$ cat config.mk
export PLATFORM = sky130hd
export DESIGN_NAME = mdio_c45_master
export DESIGN_NICKNAME = d
export VERILOG_FILES = /design/src/rtl/mdio_c45_pkg.sv /design/src/rtl/mdio_c45_clkdiv.sv /design/src/rtl/mdio_c45_engine.sv /design/src/rtl/mdio_c45_regs.sv /design/src/rtl/mdio_c45_master.sv
export SDC_FILE = /design/constraint.sdc
export NUM_CORES = 1
export LEC_CHECK = 0
export BUFFER_PORTS_ARGS = -buffer_cell sky130_fd_sc_hd__buf_2
export CORE_AREA = 10 10 116 171
export CTS_BUF_LIST = sky130_fd_sc_hd__clkbuf_8
export DETAILED_ROUTE_END_ITERATION = 10
export DIE_AREA = 0 0 126 181
export PLACE_DENSITY = 0.53
export SETUP_SLACK_MARGIN = 0.2
export SKIP_CTS_REPAIR_TIMING = 1
export SLEW_MARGIN = 5
export SYNTH_ARGS = -nofsm -noshare
export SYNTH_HDL_FRONTEND = slang
export SYNTH_HIERARCHICAL = 1
export SYNTH_SLANG_ARGS = --single-unit
$ cat constraint.sdc
create_clock -name clk -period 8.9 [get_ports clk]
set_input_delay 0.445 -clock clk [delete_from_list [all_inputs] [get_ports clk]]
set_output_delay 0.445 -clock clk [all_outputs]
set_load 0.05 [all_outputs]
$ cat src/rtl/mdio_c45_pkg.sv
package mdio_c45_pkg;

   // opcode field values in the command register
   localparam logic [1:0] OPC_RSVD   = 2'd0;
   localparam logic [1:0] OPC_WRITE  = 2'd1;
   localparam logic [1:0] OPC_POSTRD = 2'd2;
   localparam logic [1:0] OPC_READ   = 2'd3;

   // target register field positions
   localparam int TGT_REG_LSB  = 0;
   localparam int TGT_PORT_LSB = 16;
   localparam int TGT_DEV_LSB  = 21;

   // command register field positions
   localparam int CMD_OP_LSB   = 16;
   localparam int CMD_AMODE    = 18;
   localparam int CMD_RATE_LSB = 19;
   localparam int CMD_BUSY     = 22;
   localparam int RATE_W       = 3;

   localparam int FRAME_BITS   = 64;
   localparam int TA2_POS      = 47;
   localparam int DATA_POS     = 48;

   // one Clause 45 frame, bit 63 sent first
   function automatic logic [63:0] c45_frame(input logic [1:0]  opc,
                                             input logic [4:0]  port,
                                             input logic [4:0]  dev,
                                             input logic [15:0] payload);
      return {32'hFFFF_FFFF, 2'b00, opc, port, dev, 2'b10, payload};
   endfunction

endpackage

$ cat src/rtl/mdio_c45_clkdiv.sv
module mdio_c45_clkdiv #(
   parameter int BASE_HALF = 8,
   parameter int SEL_W     = 3
) (
   input  logic             clk,
   input  logic             rst_n,
   input  logic             run,
   input  logic [SEL_W-1:0] sel,
   output logic             tick
);
   localparam int MAX_HALF = BASE_HALF << ((1 << SEL_W) - 1);
   localparam int CNT_W    = $clog2(MAX_HALF);
   localparam int HW       = CNT_W + 1;

   generate
      if (BASE_HALF < 2) begin : g_bad_half
         $error("BASE_HALF must be at least 2");
      end
   endgenerate

   logic [CNT_W-1:0] cnt_q;
   logic [HW-1:0]    half;

   always_comb half = HW'(BASE_HALF) << sel;
   assign tick = run && ({1'b0, cnt_q} == (half - 1'b1));

   always_ff @(posedge clk) begin
      if (!rst_n || !run || tick) cnt_q <= '0;
      else                        cnt_q <= cnt_q + 1'b1;
   end
endmodule

$ cat src/rtl/mdio_c45_engine.sv
module mdio_c45_engine
   import mdio_c45_pkg::*;
#(
   parameter int SYNC_STAGES = 2
) (
   input  logic        clk,
   input  logic        rst_n,
   input  logic        start,
   input  logic [1:0]  op,
   input  logic [4:0]  port,
   input  logic [4:0]  dev,
   input  logic [15:0] regnum,
   input  logic [15:0] wdata,
   input  logic        tick,
   input  logic        mdio_i,
   output logic        running,
   output logic        done,
   output logic [15:0] rd_data,
   output logic        mdc,
   output logic        mdio_o,
   output logic        mdio_oe
);
   generate
      if (SYNC_STAGES > 4) begin : g_bad_sync
         $error("SYNC_STAGES must be 0 to 4");
      end
   endgenerate

   logic din;
   generate
      if (SYNC_STAGES == 0) begin : g_nosync
         assign din = mdio_i;
      end else begin : g_sync
         logic [SYNC_STAGES-1:0] sync_q;
         always_ff @(posedge clk) begin
            if (!rst_n) sync_q <= '1;
            else        sync_q <= {sync_q[SYNC_STAGES-2 >= 0 ? SYNC_STAGES-2 : 0 : 0], mdio_i} >> 0;
         end
         assign din = sync_q[SYNC_STAGES-1];
      end
   endgenerate

   logic        run_q, mdc_q, frm_q;
   logic [5:0]  bit_q;
   logic [15:0] shf_q;
   logic [63:0] frame_w;
   logic        is_rd, last;

   assign is_rd   = op[1];
   assign frame_w = frm_q ? c45_frame(op, port, dev, is_rd ? 16'hFFFF : wdata)
                          : c45_frame(2'b00, port, dev, regnum);
   assign last    = frm_q && (bit_q == 6'd63);

   assign mdio_o  = frame_w[6'd63 - bit_q];
   assign mdio_oe = run_q && !(frm_q && is_rd && (bit_q >= 6'(TA2_POS)));
   assign mdc     = mdc_q;
   assign running = run_q;
   assign rd_data = shf_q;
   assign done    = (start && (op == OPC_RSVD)) || (run_q && tick && mdc_q && last);

   always_ff @(posedge clk) begin
      if (!rst_n) begin
         run_q <= 1'b0;
         mdc_q <= 1'b0;
         frm_q <= 1'b0;
         bit_q <= '0;
         shf_q <= '0;
      end else if (start && (op != OPC_RSVD)) begin
         run_q <= 1'b1;
         mdc_q <= 1'b0;
         frm_q <= 1'b0;
         bit_q <= '0;
      end else if (run_q && tick) begin
         if (!mdc_q) begin
            mdc_q <= 1'b1;
            if (frm_q && is_rd && (bit_q >= 6'(DATA_POS)))
               shf_q <= {shf_q[14:0], din};
         end else begin
            mdc_q <= 1'b0;
            if (last) begin
               run_q <= 1'b0;
               frm_q <= 1'b0;
               bit_q <= '0;
            end else if (bit_q == 6'd63) begin
               frm_q <= 1'b1;
               bit_q <= '0;
            end else begin
               bit_q <= bit_q + 1'b1;
            end
         end
      end
   end


   mdio_edge_chk: assert property (@(posedge clk) disable iff (!rst_n)
      (!$stable(mdio_o) || !$stable(mdio_oe)) |-> !mdc_q);


   mdc_tick_chk: assert property (@(posedge clk) disable iff (!rst_n)
      !$stable(mdc_q) |-> $past(tick));
endmodule

$ cat src/rtl/mdio_c45_regs.sv
module mdio_c45_regs
   import mdio_c45_pkg::*;
#(
   parameter int              ADDR_W   = 20,
   parameter logic [ADDR_W-1:0] TGT_OFS = 'h11200,
   parameter logic [ADDR_W-1:0] CMD_OFS = 'h11204
) (
   input  logic              clk,
   input  logic              rst_n,
   input  logic [ADDR_W-1:0] reg_addr,
   input  logic              reg_wr,
   input  logic [31:0]       reg_wdata,
   output logic [31:0]       reg_rdata,
   input  logic              done,
   input  logic [15:0]       rd_data,
   output logic              busy,
   output logic              start,
   output logic [1:0]        op,
   output logic [4:0]        port,
   output logic [4:0]        dev,
   output logic [15:0]       regnum,
   output logic [15:0]       data,
   output logic [RATE_W-1:0] rate
);
   generate
      if (TGT_OFS == CMD_OFS) begin : g_bad_ofs
         $error("register offsets must differ");
      end
   endgenerate

   logic              busy_q, start_q, amode_q;
   logic [1:0]        op_q;
   logic [4:0]        port_q, dev_q;
   logic [15:0]       reg_q, data_q;
   logic [RATE_W-1:0] rate_q;
   logic              unused_hi;

   assign unused_hi = ^reg_wdata[31:26];

   always_ff @(posedge clk) begin
      if (!rst_n) begin
         busy_q  <= 1'b0;
         start_q <= 1'b0;
         amode_q <= 1'b0;
         op_q    <= '0;
         port_q  <= '0;
         dev_q   <= '0;
         reg_q   <= '0;
         data_q  <= '0;
         rate_q  <= '0;
      end else begin
         start_q <= 1'b0;
         if (done) begin
            busy_q <= 1'b0;
            if (op_q[1]) data_q <= rd_data;
         end
         if (reg_wr && !busy_q) begin
            if (reg_addr == TGT_OFS) begin
               reg_q  <= reg_wdata[TGT_REG_LSB +: 16];
               port_q <= reg_wdata[TGT_PORT_LSB +: 5];
               dev_q  <= reg_wdata[TGT_DEV_LSB +: 5];
            end else if (reg_addr == CMD_OFS) begin
               data_q  <= reg_wdata[15:0];
               op_q    <= reg_wdata[CMD_OP_LSB +: 2];
               amode_q <= reg_wdata[CMD_AMODE];
               rate_q  <= reg_wdata[CMD_RATE_LSB +: RATE_W];
               if (reg_wdata[CMD_BUSY]) begin
                  busy_q  <= 1'b1;
                  start_q <= 1'b1;
               end
            end
         end
      end
   end

   always_comb begin
      if (reg_addr == TGT_OFS)
         reg_rdata = {6'b0, dev_q, port_q, reg_q};
      else if (reg_addr == CMD_OFS)
         reg_rdata = {9'b0, busy_q, rate_q, amode_q, op_q, data_q};
      else
         reg_rdata = '0;
   end

   assign busy   = busy_q;
   assign start  = start_q;
   assign op     = op_q;
   assign port   = port_q;
   assign dev    = dev_q;
   assign regnum = reg_q;
   assign data   = data_q;
   assign rate   = rate_q;


   rsvd_clear_chk: assert property (@(posedge clk) disable iff (!rst_n)
      (start_q && op_q == OPC_RSVD) |=> !busy_q);


   locked_chk: assert property (@(posedge clk) disable iff (!rst_n)
      (busy_q && reg_wr) |=> ($stable(reg_q) && $stable(port_q) && $stable(dev_q)
                              && $stable(op_q) && $stable(rate_q) && $stable(amode_q)));
endmodule

$ cat src/rtl/mdio_c45_master.sv
module mdio_c45_master
   import mdio_c45_pkg::*;
#(
   parameter int                ADDR_W      = 20,
   parameter logic [ADDR_W-1:0] TGT_OFS     = 'h11200,
   parameter logic [ADDR_W-1:0] CMD_OFS     = 'h11204,
   parameter int                BASE_HALF   = 8,
   parameter int                SYNC_STAGES = 2
) (
   input  logic              clk,
   input  logic              rst_n,
   input  logic [ADDR_W-1:0] reg_addr,
   input  logic              reg_wr,
   input  logic [31:0]       reg_wdata,
   output logic [31:0]       reg_rdata,
   output logic              mdc,
   output logic              mdio_o,
   output logic              mdio_oe,
   input  logic              mdio_i
);
   logic              busy, start, done, running, tick;
   logic [1:0]        op;
   logic [4:0]        port, dev;
   logic [15:0]       regnum, data, rd_data;
   logic [RATE_W-1:0] rate;

   mdio_c45_regs #(.ADDR_W(ADDR_W), .TGT_OFS(TGT_OFS), .CMD_OFS(CMD_OFS)) u_regs (
      .clk(clk), .rst_n(rst_n), .reg_addr(reg_addr), .reg_wr(reg_wr),
      .reg_wdata(reg_wdata), .reg_rdata(reg_rdata), .done(done), .rd_data(rd_data),
      .busy(busy), .start(start), .op(op), .port(port), .dev(dev),
      .regnum(regnum), .data(data), .rate(rate));

   mdio_c45_clkdiv #(.BASE_HALF(BASE_HALF), .SEL_W(RATE_W)) u_div (
      .clk(clk), .rst_n(rst_n), .run(running), .sel(rate), .tick(tick));

   mdio_c45_engine #(.SYNC_STAGES(SYNC_STAGES)) u_eng (
      .clk(clk), .rst_n(rst_n), .start(start), .op(op), .port(port), .dev(dev),
      .regnum(regnum), .wdata(data), .tick(tick), .mdio_i(mdio_i),
      .running(running), .done(done), .rd_data(rd_data),
      .mdc(mdc), .mdio_o(mdio_o), .mdio_oe(mdio_oe));


   idle_quiet_chk: assert property (@(posedge clk) disable iff (!rst_n)
      !busy |-> (!mdc && !mdio_oe));


   busy_hold_chk: assert property (@(posedge clk) disable iff (!rst_n)
      (busy && !done) |=> busy);
endmodule

==> out/metrics.yaml <==
die:
  rows: 58
  design.die.area_um2: 22800
  io_pins: 91
  die_h_um: 181
  die_w_um: 126
  initial_core_util_pct: 29.7
  core_um2: 16700
power:
  leakage_nw: 1.93
  irDropWorstVdd_uv: 56.5
  powerDensity_nw_per_um2: 125
worst_hold_path:
  hp-class: "in -> reg"
cts:
  clk_latency_ns: 0.36
  cts_buffer_depth: 2
  h-tree-depth: 3
  root_buffer: "clkbuf_8"
  clock_sinks: 87
  cts_tree: "yes"
  clkTransAtPathRegs_ns: 0.09
  cts_buffers: 9
yosys:
  ys_top_cells_by_area: "dfxtp_1 (35%), mux2i_1 (8.7%), mux2_2 (5.2%)"
  ys_seq_area_share_pct: 35.1
  synthCells: 534
  synth_area_per_cell_um2: 9.28
  netlist.area_leader.share_pct: 35.1
  yosysUniqueCellTypes: 61
  synth_warnings: 6
  synthFlopType: "dfxtp_1"
  syn-cell-area_um2: 4960
  synth_edf_count: 0
  synth_top_cell_by_area: "dfxtp_1"
  synth_seq_cells: 87
  synthArstFlopShare_pct: 0
global_routing:
  met3_usage_pct: 2.72
  grt_overflow: 0
  grt_util_met1_pct: 13.2
  grt_busiest_layer: "met2"
  first_global_vias: 4304
  grt_start_max_net_pins: 96
  track_usage_pct: 12.3
  grt_pass1_wl_um: 23000
  antenna_found_initial: 0
  grt_use_met2_pct: 22.8
timing:
  final_hold_viol_count: 0
  worst_slew_pin_slew_ns: 1.21
  fin_crit_ns: 3.89
  tns_ns: 0
  fin_skew_ns: 0.0105
  hold_ws_ns: 0.255
  rsz0062_at_grt: "no"
  drv_slew: 0
  fin_crit_sh_pct: 43.7
  relSlewSlack_pct: 19.3
  setup_viol: 0
  fmax_ghz: 0.257
routing:
  via_per_inst: 5.22
  ant_nets: 0
  route.vias.total: 4151
  dr.pass1.iters: 4
  drtIter0Drc: 239
  drt_wl_total_um: 14500
  post-route-drc-count: 0
  wl_per_cell_um: 18.2
setup_path:
  cpMaxStageDelayCell: "o32a_1"
  critical_path_class: "reg -> reg"
  crit_required_ns: 9.11
  worst_setup_path_start_kind: "flip-flop"
  crit_family: "simple AND/OR/NAND/NOR gates"
  max_stage_delay_ns: 0.51
  crit_buf_inv: 0
  crit_path_end_kind: "flip-flop"
  regToRegSetupSlack_ns: 5.01
  crit_chain: "nor2_1 -> nor4b_1 -> o32a_1 -> and3_1 -> nand4_1 -> nor3_1 -> nand2_1 -> nand2_1 -> nand2_1 -> mux2_2 -> nand2_1 -> mux2i_1"
  cp_data_arrival_time_ns: 4.10
  cp_max_fo: 16
  cp_common_cell: "nand2_1"
cells_and_area:
  antennaDiodeCount: 0
  num-fill-cells: 1789
  seqCellArea_um2: 1740
  finalNetCount: 638
  syn_to_final_growth_pct: 10.8
  final_layout_size_suffix_gt1_share_pct: 24.6
  multi_input_area_um2: 2870
run:
  maxCapViolations: 0
placed_design:
  gp_congestion: 0.826
  post-dp-hpwl_um: 10300
  port_buffers: 78
run_status:
  outcome: "complete, no violations"
[report_power, final]
| part | leakage (nW) | switching [mW] | internal, mW | total [mW] |
|---|---|---|---|---|
| sequential | 0.701 | 0.000108 | 0.389 | 0.389 |
| combinational | 1.15 | 0.0241 | 0.0143 | 0.0384 |
| clock | 0.0824 | 0.154 | 0.104 | 0.258 |
| total | 1.93 | 0.178 | 0.508 | 0.685 |
[through the flow]
| stage | cell area, um2 | util (%) | power [mW] | setup WS (ns) | cells |
|---|---|---|---|---|---|
| final | 5490 | 32.9 | 0.685 | 5.01 | 795 |
| after global routing | 5490 | 32.9 | 0.714 | 4.62 | 795 |
| after CTS | 5490 | 32.9 | 0.695 | 4.97 | 795 |
| after detailed placement | 5310 | 31.8 | 0.437 | 4.98 | 779 |
| after global placement | 5310 | 31.8 | 0.437 | 5.16 | 779 |
| after floorplan | 4970 | - | 0.421 | 5.98 | 539 |
[cells by family (layout without fill, tap and decap cells)]
| group | Yosys count | after routing | synth area share (%) |
|---|---|---|---|
| buffers and inverters | 54 | 100 | 7.32 |
| muxes | 71 | 71 | 16.0 |
| other | 1 | 6 | 0.0757 |
| xor gates and xnor gates | 12 | 12 | 2.12 |
| and+or+nand+nor | 184 | 184 | 21.1 |
| AOI/OAI and AO/OA | 123 | 123 | 17.8 |
| adders and majority gates | 2 | 2 | 0.505 |
| DFF | 87 | 87 | 35.1 |
[synthesized netlist by cell type, types with 2 or more instances]
library cell,n
a211oi_2,4
buf_4,15
mux2_2,23
and2_1,3
nor4b_4,2
o2111ai_1,3
a22o_1,23
nand3b_1,2
ha_1,2
a21oi_1,10
and3_1,7
nor2_1,18
nor4b_2,3
nor3_1,3
nor4_1,7
buf_2,7
clkbuf_1,19
a21boi_0,20
o31a_1,3
nand2b_1,5
mux2i_1,43
a31oi_1,4
nand3_1,7
a21boi_1,7
o22ai_1,2
nor2b_1,21
xor2_1,5
a31o_2,2
xnor2_1,7
mux4_2,4
nand4_1,31
nand2_1,62
dfxtp_1,87
buf_6,10
o21a_1,3
nor4b_1,3
o21ai_0,33
[sequential cells by signal, summed over array words and instances, names as in the netlist]
| name | count |
|---|---|
| u_eng/frm_q | 1 |
| u_regs/rate | 3 |
| u_eng/bit_q | 6 |
| u_eng/rd_data | 16 |
| u_eng/mdc | 1 |
| u_regs/port | 5 |
| u_regs/busy | 1 |
| u_eng/g_sync.sync_q | 2 |
| u_regs/dev | 5 |
| u_regs/start | 1 |
| u_regs/data | 16 |
| u_div/cnt_q | 10 |
| u_eng/running | 1 |
| u_regs/op | 2 |
| u_regs/regnum | 16 |
| u_regs/amode_q | 1 |
[placed cells by master, fill, tap and decap left out, drive strengths merged, types with 5 or more instances in the layout]
master | synthesis | layout
a211oi | 5 | 5
a21boi | 27 | 27
a21oi | 11 | 11
a22o | 23 | 23
and3 | 7 | 7
buf | 33 | 83
clkbuf | 20 | 9
conb | 1 | 6
dfxtp | 87 | 87
mux2 | 24 | 24
mux2i | 43 | 43
nand2 | 63 | 63
nand2b | 5 | 5
nand3 | 8 | 8
nand4 | 31 | 31
nor2 | 19 | 19
nor2b | 21 | 21
nor4 | 8 | 8
nor4b | 8 | 8
o21ai | 34 | 34
xnor2 | 7 | 7
xor2 | 5 | 5
[metal layers]
layer	wire, um	share of wire [%]
met3	538	3.7
met4	236	1.6
met1	5880	41
met2	7840	54
met5	0	0
[path summary, 6_finish.rpt]
check,end,startpoint,depth (start not counted)
setup / recovery,u_regs/data[1],u_regs/rate[2],12
hold / removal,u_eng/g_sync.sync_q[0],mdio_i,2
setup reg to reg,u_regs/data[1],u_regs/rate[2],12
hold reg to reg,u_eng/g_sync.sync_q[1],u_eng/g_sync.sync_q[0],1
[area by class of cell]
type | instances | share of cell area (%)
inverters | 1 | 0.0684
clock inverters | 7 | 1.05
flip-flops and latches | 87 | 31.7
clock buffers | 9 | 2.26
well taps | 210 | 4.79
multi-input cells | 398 | 52.3
repair buffers | 83 | 7.79
Note: power is estimated with default switching activity, not from simulation.
